==> src/rtl/xbar_pkg.sv <==
package xbar_pkg;

    // Bit positions the port decodes from its configuration words
    localparam int EN_BCLK_BIT = 1;
    localparam int EN_FS_BIT   = 2;
    localparam int EN_DAT_BIT  = 3;
    localparam int CSEL_LSB    = 8;
    localparam int SEL_W       = 4;

    typedef enum logic [1:0] {
        ADDR_ENABLE = 2'd0,
        ADDR_CLKSEL = 2'd1,
        ADDR_DATSEL = 2'd2,
        ADDR_SPARE  = 2'd3
    } cfg_addr_e;

    typedef struct packed {
        logic dat;
        logic fs;
        logic bclk;
    } port_en_t;

    typedef struct packed {
        logic bclk;
        logic fs;
        logic dat;
        logic conflict;
    } port_out_t;

    function automatic logic sel_in_range(logic [SEL_W-1:0] s, int n);
        return (s != '0) && (int'(s) <= n);
    endfunction

endpackage

==> src/rtl/xbar_cfg_stage.sv <==
module xbar_cfg_stage
    import xbar_pkg::*;
#(
    parameter int NCLUST = 6,
    parameter int DW     = 16,
    localparam int DSW   = 2 * NCLUST
) (
    input  logic             clk,
    input  logic             rst,
    input  logic             wr_en,
    input  logic [1:0]       wr_addr,
    input  logic [DW-1:0]    wr_data,
    input  logic             src_valid,
    input  logic             boundary,
    output port_en_t         en_q,
    output logic [SEL_W-1:0] csel_q,
    output logic [DSW-1:0]   dsel_q
);

    logic [SEL_W-1:0] csel_sh_q, csel_sh_d, csel_d;
    logic [DSW-1:0]   dsel_sh_q, dsel_sh_d, dsel_d;
    port_en_t         en_d;
    logic             apply_clk, apply_dat;
    logic             unused_wdata_bits;

    assign unused_wdata_bits = ^wr_data;

    always_comb begin
        en_d      = en_q;
        csel_sh_d = csel_sh_q;
        dsel_sh_d = dsel_sh_q;
        if (wr_en) begin
            unique case (cfg_addr_e'(wr_addr))
                ADDR_ENABLE: begin
                    en_d.bclk = wr_data[EN_BCLK_BIT];
                    en_d.fs   = wr_data[EN_FS_BIT];
                    en_d.dat  = wr_data[EN_DAT_BIT];
                end
                ADDR_CLKSEL: csel_sh_d = wr_data[CSEL_LSB +: SEL_W];
                ADDR_DATSEL: dsel_sh_d = wr_data[DSW-1:0];
                default: ;
            endcase
        end
        // a running output only takes a new source on a frame boundary
        apply_clk = !(en_q.bclk || en_q.fs) || !src_valid || boundary;
        apply_dat = !en_q.dat || !src_valid || boundary;
        csel_d    = apply_clk ? csel_sh_d : csel_q;
        dsel_d    = apply_dat ? dsel_sh_d : dsel_q;
    end

    always_ff @(posedge clk) begin
        if (rst) begin
            en_q      <= '0;
            csel_sh_q <= '0;
            dsel_sh_q <= '0;
            csel_q    <= '0;
            dsel_q    <= '0;
        end else begin
            en_q      <= en_d;
            csel_sh_q <= csel_sh_d;
            dsel_sh_q <= dsel_sh_d;
            csel_q    <= csel_d;
            dsel_q    <= dsel_d;
        end
    end

endmodule

==> src/rtl/xbar_clk_route.sv <==
module xbar_clk_route
    import xbar_pkg::*;
#(
    parameter int NCLUST = 6
) (
    input  logic              clk,
    input  logic              rst,
    input  logic [SEL_W-1:0]  csel,
    input  logic [NCLUST-1:0] bclk_in,
    input  logic [NCLUST-1:0] fsync_in,
    output logic              bclk_sel,
    output logic              fs_sel,
    output logic              src_valid,
    output logic              boundary
);

    logic fs_prev_q;

    assign src_valid = sel_in_range(csel, NCLUST);

    always_comb begin
        bclk_sel = 1'b0;
        fs_sel   = 1'b0;
        for (int i = 0; i < NCLUST; i++) begin
            if (csel == SEL_W'(i + 1)) begin
                bclk_sel = bclk_in[i];
                fs_sel   = fsync_in[i];
            end
        end
    end

    assign boundary = fs_sel && !fs_prev_q;

    always_ff @(posedge clk) begin
        if (rst) fs_prev_q <= 1'b0;
        else     fs_prev_q <= fs_sel;
    end

endmodule

==> src/rtl/xbar_lane_pick.sv <==
module xbar_lane_pick #(
    parameter int NCLUST = 6,
    localparam int DSW   = 2 * NCLUST,
    localparam int CW    = $clog2(NCLUST + 1) + 1
) (
    input  logic [DSW-1:0]    dsel,
    input  logic [NCLUST-1:0] lane_a,
    input  logic [NCLUST-1:0] lane_b,
    output logic              dat_sel,
    output logic [NCLUST-1:0] win_oh,
    output logic              conflict
);

    logic [NCLUST-1:0] busy, pick_b;
    logic [CW-1:0]     nbusy;

    for (genvar c = 0; c < NCLUST; c++) begin : g_field
        assign busy[c]   = |dsel[2*c +: 2];
        assign pick_b[c] = dsel[2*c+1] && !dsel[2*c];
    end

    always_comb begin
        win_oh  = '0;
        dat_sel = 1'b0;
        nbusy   = '0;
        // walk downward so the lowest busy cluster is the one left standing
        for (int c = NCLUST - 1; c >= 0; c--) begin
            if (busy[c]) begin
                win_oh    = '0;
                win_oh[c] = 1'b1;
                dat_sel   = pick_b[c] ? lane_b[c] : lane_a[c];
                nbusy     = nbusy + CW'(1);
            end
        end
        conflict = nbusy > CW'(1);
    end

endmodule

==> src/rtl/audio_port_xbar.sv <==
module audio_port_xbar
    import xbar_pkg::*;
#(
    parameter int NCLUST = 6,
    parameter int DW     = 16
) (
    input  logic              clk,
    input  logic              rst,
    input  logic              cfg_we,
    input  logic [1:0]        cfg_addr,
    input  logic [DW-1:0]     cfg_wdata,
    input  logic [NCLUST-1:0] clu_bclk,
    input  logic [NCLUST-1:0] clu_fsync,
    input  logic [NCLUST-1:0] clu_txa,
    input  logic [NCLUST-1:0] clu_txb,
    output logic              port_bclk,
    output logic              port_fsync,
    output logic              port_sdata,
    output logic              port_conflict
);

    localparam int DSW = 2 * NCLUST;

    port_en_t          en_act;
    logic [SEL_W-1:0]  csel_act;
    logic [DSW-1:0]    dsel_act;
    logic              src_valid, boundary;
    logic              bclk_sel, fs_sel, dat_sel, conflict_c;
    logic [NCLUST-1:0] win_oh;
    port_out_t         out_q;

    xbar_cfg_stage #(.NCLUST(NCLUST), .DW(DW)) cfg_i (
        .clk      (clk),
        .rst      (rst),
        .wr_en    (cfg_we),
        .wr_addr  (cfg_addr),
        .wr_data  (cfg_wdata),
        .src_valid(src_valid),
        .boundary (boundary),
        .en_q     (en_act),
        .csel_q   (csel_act),
        .dsel_q   (dsel_act)
    );

    xbar_clk_route #(.NCLUST(NCLUST)) clk_i (
        .clk      (clk),
        .rst      (rst),
        .csel     (csel_act),
        .bclk_in  (clu_bclk),
        .fsync_in (clu_fsync),
        .bclk_sel (bclk_sel),
        .fs_sel   (fs_sel),
        .src_valid(src_valid),
        .boundary (boundary)
    );

    xbar_lane_pick #(.NCLUST(NCLUST)) lane_i (
        .dsel    (dsel_act),
        .lane_a  (clu_txa),
        .lane_b  (clu_txb),
        .dat_sel (dat_sel),
        .win_oh  (win_oh),
        .conflict(conflict_c)
    );

    always_ff @(posedge clk) begin
        if (rst) begin
            out_q <= '0;
        end else begin
            out_q.bclk     <= en_act.bclk && bclk_sel;
            out_q.fs       <= en_act.fs && fs_sel;
            out_q.dat      <= en_act.dat && dat_sel;
            out_q.conflict <= conflict_c;
        end
    end

    assign port_bclk     = out_q.bclk;
    assign port_fsync    = out_q.fs;
    assign port_sdata    = out_q.dat;
    assign port_conflict = out_q.conflict;

endmodule

==> config.mk <==
export PLATFORM = sky130hd
export DESIGN_NAME = audio_port_xbar
export DESIGN_NICKNAME = d
export VERILOG_FILES = /design/src/rtl/xbar_pkg.sv /design/src/rtl/xbar_cfg_stage.sv /design/src/rtl/xbar_clk_route.sv /design/src/rtl/xbar_lane_pick.sv /design/src/rtl/audio_port_xbar.sv
export SDC_FILE = /design/constraint.sdc
export NUM_CORES = 1
export LEC_CHECK = 0
export ABC_AREA = 1
export CORE_MARGIN = 5
export CORE_UTILIZATION = 30
export DETAILED_ROUTE_END_ITERATION = 12
export SLEW_MARGIN = 20
export SYNTH_ARGS = -nofsm -noshare
export SYNTH_HDL_FRONTEND = slang
export SYNTH_SLANG_ARGS = --single-unit
==> constraint.sdc <==
create_clock -name clk -period 7.88 [get_ports clk]
set_input_delay 1.576 -clock clk [delete_from_list [all_inputs] [get_ports clk]]
set_output_delay 1.576 -clock clk [all_outputs]
set_load 0.005 [all_outputs]
==> results of run 1 <==
==> critical path, cell delays in order <==
cell             delay [ps]
clkdlybuf4s50_1         490
nand3_1                 540
mux2i_1                 410
nand2_1                  80
nand2_1                  70
nor2_1                   50
==> through the flow <==
stage / utilization, % / setup WS (ps)
floorplan: - / 5160
global placement: 37.9 / 4490
detailed placement: 37.9 / 4480
CTS: 39.2 / 4800
global route: 39.2 / 4630
finish: 39.2 / 4850
==> registers in the layout, indices dropped and copies added, names as in the netlist <==
name and cells:
cfg_i.csel_sh_q 4, port_sdata 1, cfg_i.dsel_q 12, cfg_i.dsel_sh_q 12, port_fsync 1, cfg_i.csel_q 4
port_bclk 1, port_conflict 1, cfg_i.en_q 3, clk_i.fs_prev_q 1
==> cells in the mapped netlist (all sizes together) <==
master	instances
buf	7
o211ai	4
a21oi	9
dfxtp	40
nor3	3
ha	4
nand3	17
mux2	1
nand4	6
and3	1
nand2	71
nor2	65
mux2i	17
or2	2
o221ai	1
clkbuf	2
nor3b	1
inv	30
o21ai	8
a31oi	1
==> final timing paths <==
kind                                      start               to  slack, ps  cells after the start
worst max-delay path                cfg_addr[1]  cfg_i.dsel_q[2]       4850                      6
worst max register to register  cfg_i.dsel_q[8]    port_conflict       4940                     14
worst min-delay path              cfg_i.en_q[1]       port_fsync        460                      2
worst min register to register    cfg_i.en_q[1]       port_fsync        460                      2
==> cell families (layout without fill, tap and decap cells) <==
logic type / Yosys count / after routing
buf+inv: 39 / 83
compound gates: 23 / 23
fa+ha+maj: 4 / 4
mux: 18 / 18
flops: 40 / 40
simple gates: 166 / 166
==> power by group <==
group	internal [mW]	leakage, nW	switching, mW
logic	0.0406	0.982	0.0408
clock network	0.0698	0.0510	0.0668
registers	0.211	0.325	0.00569
==> routing by layer <==
| layer | vias to the layer above | global-route usage (%) | share of wire (%) |
|---|---|---|---|
| met5 | - | 0 | 0 |
| met2 | 29 | 19.0 | 48 |
| li1 | 1011 | - | - |
| met3 | 4 | 3.22 | 4.2 |
| met1 | 803 | 12.6 | 47 |
| met4 | 0 | 2.93 | 1.0 |
==> area by class of cell <==
cell class	count	area (sq um)	share of cell area, %
well taps	80	100	3.78
inverters	30	113	4.25
clock inverters	2	10.0	0.378
multi-input cells	211	1100	41.4
flip-flops and latches	40	801	30.2
repair buffers	45	448	16.9
clock buffers	6	82.6	3.11
==> impl_metrics.env, run 1 <==
export IMPL_outcome="finished, final reports clean"
export IMPL_gp_congestion=0.828
export IMPL_syn_area_sq_um=2070
export IMPL_core_area_sq_um=6760
export IMPL_hold_viol=0
export IMPL_postRouteAntennaNets=0
export IMPL_cts_tree="built"
export IMPL_grt_pass1_wl_um=7530
export IMPL_grt_usage_pct=10.8
export IMPL_worstSetupPathType="primary input to flip-flop"
export IMPL_clk_path_buf_depth=2
export IMPL_synth_xor_area_share_pct=0
export IMPL_period_minus_slack_ps=3030
export IMPL_grt_pass1_vias=1751
export IMPL_syn_to_final_growth_pct=27.9
export IMPL_clkSinkCount=40
export IMPL_synthAdderAreaFrac_pct=2.41
export IMPL_layout_commonest_cell="nand2_1"
export IMPL_synth_simple_area_share_pct=35.5
export IMPL_place_inst=406
export IMPL_final_setup_tns_ps=0
export IMPL_hold_buffers=0
export IMPL_finalNonFillerCells=414
export IMPL_synth_warnings=0
export IMPL_slew_viol_final=0
export IMPL_cp_data_required_time_ps=8070
export IMPL_worst_hold_slack_ps=460
export IMPL_max_cap_viol_count=0
export IMPL_finalClockSkew_ps=5.36
export IMPL_drc=0
export IMPL_layout_nets=382
export IMPL_cp_max_fo=12
export IMPL_setup_viol_count_final=0
export IMPL_startpoint_type="primary input"
export IMPL_die_h_um=93.1
export IMPL_cts_htree_levels=2
export IMPL_rsz0062_at_grt="false"
export IMPL_fillers=729
export IMPL_power_per_cell_area_nw_per_um2=164
export IMPL_dpl_hpwl_um=3480
export IMPL_dr_first_iter_drc_count=96
export IMPL_wl_um=4300
export IMPL_period_share_pct=38.5
export IMPL_arrival_ps=3220
export IMPL_final_layout_size_suffix_gt1_share_pct=7.49
export IMPL_final_cell_mix="nand2_1, nor2_1, clkdlybuf4s50_1, dfxtp_1, inv_1"
export IMPL_cts_clk_slew_worst_paths_ps=70
export IMPL_ys_seq_area_share_pct=38.6
export IMPL_stdcell_area_sq_um=2650
export IMPL_drt_pre_antenna_iters=4
export IMPL_peakVddDrop_uv=62.8
export IMPL_antenna_found_initial=0
export IMPL_clkLatencyLatePin_ps=280
export IMPL_p_total_mw=0.434
export IMPL_syn_area_per_cell_sq_um=7.15
export IMPL_synth_cells=290
export IMPL_cts_resized=0
export IMPL_dieWidth_um=93.1
export IMPL_synth_compound_area_share_pct=6.28
export IMPL_numCtsBuffers=5
export IMPL_synth_top_family_by_area="simple AND/OR/NAND/NOR gates"
export IMPL_fmax_mhz=330
export IMPL_worstMarginPinSlew_ps=740
export IMPL_yosysTopAreaCellShare_pct=38.6
export IMPL_globalRouteOverflowTotal=0
export IMPL_ctsRootBufferMaster="clkbuf_8"
export IMPL_grt_max_degree=25
export IMPL_io_buffers=44
export IMPL_wl_per_cell_um=10.4
export IMPL_syn_nets=339
export IMPL_p_leak_nw=1.36
export IMPL_netlist_top_cells_area="dfxtp_1, nand2_1, nor2_1, mux2i_1, inv_1"
export IMPL_num_rows=30
export IMPL_antennaDiodeCount=0
export IMPL_hold_path_class="flip-flop to flip-flop"
export IMPL_worst_setup_path_end_kind="flip-flop"
export IMPL_die_area_sq_um=8670
export IMPL_vias=1847
export IMPL_start_util_pct=30.7
export IMPL_post_dp_cell_area_sq_um=2560
export IMPL_cts_setup_buffers=0
export IMPL_yosysUniqueCellTypes=30
export IMPL_synth_seq_cells=40
export IMPL_synth_top_area_cell="dfxtp_1"
export IMPL_relSlewSlack_pct=50.5
export IMPL_io_pins=49
export IMPL_viasPerCell=4.46
export IMPL_synth_mux_area_share_pct=8.75
Note: power is estimated with default switching activity, not from simulation.
==> run 2, diff against run 1 <==
clock period = 2.75 ns   (was 7.88 ns; I/O delays follow)
==> impl_metrics.env, run 2 (same netlist as run 1, synthesis figures left out) <==
export IMPL_outcome="finished, final reports clean"
export IMPL_startpoint_type="flip-flop"
export IMPL_clkLatencyLatePin_ps=290
export IMPL_cp_top_family="adder cells"
export IMPL_die_area_sq_um=8670
export IMPL_cp_data_required_time_ps=2920
export IMPL_worstPathCellList="nor2_4 > inv_2 > ha_4 > inv_1 > nand2_1 > nand2_1 > buf_4 > nand3_1 > o211ai_1 > ha_1 > nand2_2 > nand2_2 > ha_1 > or2_2 > a21oi_2 > a21oi_1"
export IMPL_core_area_sq_um=6760
export IMPL_post_dp_cell_area_sq_um=2610
export IMPL_slowest_delay_ps=340
export IMPL_vias=1894
export IMPL_arrival_ps=2770
export IMPL_viasPerCell=4.49
export IMPL_io_buffers=44
export IMPL_slew_viol_final=0
export IMPL_hold_buffers=0
export IMPL_wl_um=4500
export IMPL_cp_slowest_cell="dfxtp_2"
export IMPL_dpl_hpwl_um=3540
export IMPL_num_rows=30
export IMPL_pre_cts_ws_ps=-2.10
export IMPL_power_per_cell_area_nw_per_um2=463
export IMPL_postRouteAntennaNets=0
export IMPL_p_comb_share_pct=20.7
export IMPL_gp_congestion=0.849
export IMPL_p_total_mw=1.28
export IMPL_dr_first_iter_drc_count=65
export IMPL_grt_pass1_wl_um=7660
export IMPL_clkSinkCount=40
export IMPL_period_share_pct=94.3
export IMPL_antennaDiodeCount=0
export IMPL_hold_viol=0
export IMPL_globalRouteOverflowTotal=0
export IMPL_final_cell_mix="nand2_1, nor2_1, clkdlybuf4s50_1, dfxtp_1, inv_1"
export IMPL_cts_tree="built"
export IMPL_relSlewSlack_pct=60.4
export IMPL_die_h_um=93.1
export IMPL_cp_num_buf_inv=3
export IMPL_reg_top3="cfg_i.dsel_q x12, cfg_i.dsel_sh_q x12"
export IMPL_drc=0
export IMPL_io_pins=49
export IMPL_cts_htree_levels=2
export IMPL_finalClockSkew_ps=2.49
export IMPL_cts_clk_slew_worst_paths_ps=70
export IMPL_layout_commonest_cell="nand2_1"
export IMPL_peakVddDrop_uv=235
export IMPL_worstSetupPathType="flip-flop to flip-flop"
export IMPL_final_layout_size_suffix_gt1_share_pct=12.6
export IMPL_cp_max_fo=3
export IMPL_start_util_pct=30.7
export IMPL_antenna_found_initial=0
export IMPL_fillers=729
export IMPL_p_int_mw=0.945
export IMPL_worstMarginPinSlew_ps=594
export IMPL_stdcell_area_sq_um=2760
export IMPL_grt_usage_pct=11.0
export IMPL_ctsRootBufferMaster="clkbuf_8"
export IMPL_grt_pass1_vias=1769
export IMPL_p_clk_share_pct=30.6
export IMPL_worst_setup_path_end_kind="flip-flop"
export IMPL_clk_path_buf_depth=2
export IMPL_grt_max_degree=25
export IMPL_syn_to_final_growth_pct=33.1
export IMPL_p_seq_share_pct=48.7
export IMPL_fmax_mhz=386
export IMPL_layout_nets=390
export IMPL_net_switching_power_mw=0.332
export IMPL_period_minus_slack_ps=2590
export IMPL_wl_per_cell_um=10.7
export IMPL_dieWidth_um=93.1
export IMPL_worst_hold_slack_ps=462
export IMPL_timing_final_ws_setup_ps=156
export IMPL_swShare_pct=26.0
export IMPL_setup_viol_count_final=0
export IMPL_p_leak_nw=1.39
export IMPL_numCtsBuffers=5
export IMPL_hold_path_class="flip-flop to flip-flop"
export IMPL_final_setup_tns_ps=0
export IMPL_drt_pre_antenna_iters=4
export IMPL_max_cap_viol_count=0
==> run 2: cell count changes in the layout (fill, tap and decap cells not counted), moves of 2 or more <==
cell      before  now
clkbuf_1       0    2
nor2_1        61   59
nor2_4         3    5
inv_1         29   27
clkinv_2       2    0
dfxtp_2        0    2
dfxtp_1       40   38
buf_4          1    9
nand2_2        3    5
inv_2          1    3
nand2_1       67   65
==> run 2: layer usage <==
| layer | track usage, % | vias to the layer above | wire, um |
|---|---|---|---|
| met5 | 0 | - | 0 |
| met4 | 4.15 | 0 | 102 |
| met3 | 3.94 | 12 | 253 |
| met2 | 18.2 | 30 | 2130 |
| met1 | 12.9 | 826 | 2010 |
| li1 | - | 1026 | - |
==> run 2: power by group through the flow <==
stage | logic [mW] | registers [mW] | clock network (mW)
2_1_floorplan | 0.148 | 0.628 | 0
3_3_place_gp | 0.247 | 0.632 | 0
3_5_place_dp | 0.250 | 0.633 | 0
4_1_cts | 0.251 | 0.620 | 0.407
5_1_grt | 0.301 | 0.625 | 0.433
6_report | 0.264 | 0.622 | 0.391
==> run 2: path summary, 6_finish.rpt <==
| path | startpoint | to | slack [ps] | depth (start not counted) |
|---|---|---|---|---|
| setup reg to reg | cfg_i.dsel_q[9] | port_conflict | 160 | 16 |
| hold / removal | cfg_i.en_q[1] | port_fsync | 460 | 2 |
| setup / recovery | cfg_i.dsel_q[9] | port_conflict | 160 | 16 |
| hold reg to reg | cfg_i.en_q[1] | port_fsync | 460 | 2 |
==> run 2: metrics by stage <==
step,std cells,util [%]
final,422,40.8
after global routing,422,40.8
after CTS,421,40.0
after detailed placement,413,38.6
after global placement,413,38.6
after floorplan,290,-
==> run 2: timing repair <==
action / CTS / global route
pin swaps: 0 / 6
endpoints found under the setup margin: 1 / 1
setup buffers: 0 / 1
resized for setup: 1 / 15
==> run 2: area by class of cell <==
type                            instances  area [sq um]  share of cell area, %
Clock buffer                            8          90.1                   3.27
Inverter                               30           113                   4.08
Multi-Input combinational cell        211          1140                   41.5
Sequential cell                        40           803                   29.1
Tap cell                               80           100                   3.63
Timing Repair Buffer                   53           508                   18.4
==> run 2: worst min-delay path: cells and delay by family (launching register included) <==
family,cells,cell delay [ps]
DFF,1,320
buffers and inverters,1,60
and+or+nand+nor,1,40
==> run 3, diff against run 2 <==
RECOVER_POWER = 25   (was default)
SLEW_MARGIN = 10   (was 20)
==> impl_metrics.env, run 3 (same netlist as run 1, synthesis figures left out) <==
export IMPL_ctsRootBufferMaster="clkbuf_8"
export IMPL_start_util_pct=30.7
export IMPL_fmax_mhz=386
export IMPL_startpoint_type="flip-flop"
export IMPL_peakVddDrop_uv=235
export IMPL_min_from="cfg_i.en_q[1]"
export IMPL_num_rows=30
export IMPL_grt_busiest_layer="met2"
export IMPL_dr_first_iter_drc_count=59
export IMPL_cp_top_family="adder cells"
export IMPL_cts_tree="built"
export IMPL_layout_commonest_cell="nand2_1"
export IMPL_io_pins=49
export IMPL_fillers=731
export IMPL_cp_data_required_time_ps=2920
export IMPL_wl_per_cell_um=10.7
export IMPL_grt_pass1_vias=1769
export IMPL_pre_cts_ws_ps=-2.10
export IMPL_reg2reg_from="cfg_i.dsel_q[9]"
export IMPL_wl_um=4510
export IMPL_cp_slowest_cell="dfxtp_2"
export IMPL_use_met3_pct=3.94
export IMPL_r2r_slack_ps=160
export IMPL_place_inst=413
export IMPL_final_layout_size_suffix_gt1_share_pct=12.3
export IMPL_final_util_pct=40.8
export IMPL_dpl_hpwl_um=3540
export IMPL_worst_setup_path_end_kind="flip-flop"
export IMPL_drt_pre_antenna_iters=4
export IMPL_die_area_sq_um=8670
export IMPL_timing_rr_end="port_conflict"
export IMPL_worstSetupPathType="flip-flop to flip-flop"
export IMPL_setup_viol_count_final=0
export IMPL_period_share_pct=94.3
export IMPL_period_minus_slack_ps=2590
export IMPL_drc=0
export IMPL_worst_hold_slack_ps=462
export IMPL_post_dp_cell_area_sq_um=2610
export IMPL_finalClockSkew_ps=2.53
export IMPL_hold_path_class="flip-flop to flip-flop"
export IMPL_worstSetupPathDepth=16
export IMPL_p_leak_nw=1.39
export IMPL_outcome="finished, final reports clean"
export IMPL_worstPathCellList="nor2_4 > inv_2 > ha_4 > inv_1 > nand2_1 > nand2_1 > buf_4 > nand3_1 > o211ai_1 > ha_1 > nand2_2 > nand2_2 > ha_1 > or2_2 > a21oi_2 > a21oi_1"
export IMPL_slew_viol_final=0
export IMPL_layout_nets=390
export IMPL_core_area_sq_um=6760
export IMPL_syn_to_final_growth_pct=32.9
export IMPL_hold_buffers=0
export IMPL_finalNonFillerCells=422
export IMPL_io_buffers=44
export IMPL_cts_htree_levels=2
export IMPL_numCtsBuffers=5
export IMPL_stdcell_area_sq_um=2760
export IMPL_clkLatencyLatePin_ps=290
export IMPL_power_per_cell_area_nw_per_um2=463
export IMPL_grt_usage_pct=11.0
export IMPL_whs_endpoint="port_fsync"
export IMPL_antennaDiodeCount=0
export IMPL_grt_met2_usage_pct=18.2
export IMPL_met1_usage_pct=12.9
export IMPL_max_cap_viol_count=0
export IMPL_die_h_um=93.1
export IMPL_clk_path_buf_depth=2
export IMPL_worstMarginPinSlew_ps=889
export IMPL_arrival_ps=2770
export IMPL_relSlewSlack_pct=40.7
export IMPL_cts_clk_slew_worst_paths_ps=70
export IMPL_gp_congestion=0.849
export IMPL_cp_num_buf_inv=3
export IMPL_reg_top3="cfg_i.dsel_q x12, cfg_i.dsel_sh_q x12"
export IMPL_viasPerCell=4.49
export IMPL_globalRouteOverflowTotal=0
export IMPL_dieWidth_um=93.1
export IMPL_hold_viol=0
export IMPL_reg2regPathDepth=16
export IMPL_antenna_found_initial=0
export IMPL_whs_path_depth=2
export IMPL_clkSinkCount=40
export IMPL_grt_max_degree=25
export IMPL_vias=1896
export IMPL_timing_final_ws_setup_ps=156
export IMPL_crit_path_start="cfg_i.dsel_q[9]"
export IMPL_final_setup_tns_ps=0
export IMPL_postRouteAntennaNets=0
export IMPL_p_total_mw=1.28
export IMPL_grt_pass1_wl_um=7660
export IMPL_final_cell_mix="nand2_1, nor2_1, clkdlybuf4s50_1, dfxtp_1, inv_1"
export IMPL_slowest_delay_ps=340
export IMPL_cp_max_fo=3
## run 3: cell count changes in the layout (fill, tap and decap cells not counted), sizes merged
cell,before,now
clkbuf,8,9
clkdlybuf4s50,44,42
buf,9,8
dlygate4sd3,0,2
## run 3: how the worst max path moves through the flow
stage	end
floorplan	port_conflict
global placement	port_conflict
detailed placement	port_conflict
CTS	port_conflict
global route	port_conflict
finish	port_conflict
## run 3: worst reg2reg max path, delay by kind of cell (launching register included)
family | cells | cell delay, ps
buffers and inverters | 3 | 230
AO/OA/AOI/OAI | 3 | 290
adder cells (fa/ha/maj) | 3 | 860
flip-flops | 1 | 340
AND/OR/NAND/NOR | 7 | 770
## run 3: power breakdown
group	leakage, nW	internal [mW]	switching (mW)
sequential	0.326	0.604	0.0177
clock	0.0455	0.204	0.187
combinational	1.02	0.136	0.128
## run 3: repair_timing
| action | in CTS | in global routing |
|---|---|---|
| setup buffers | 0 | 1 |
| gates resized for setup | 1 | 15 |
| pin swaps | 0 | 6 |
| cloned | 0 | 0 |
| endpoints found under the setup margin | 1 | 1 |
## run 3: metal layers
metal  up-vias  routed length (um)
met4         0                 102
li1       1026                   -
met1       830                2010
met3        12                 251
met2        28                2140
met5         -                   0
## run 3: cell type report
type                            instances  area [sq um]  area share (%)
Multi-Input combinational cell        211          1140            41.6
Sequential cell                        40           803            29.2
Timing Repair Buffer                   53           504            18.3
Inverter                               30           113            4.09
Tap cell                               80           100            3.63
Clock buffer                            8          90.1            3.27
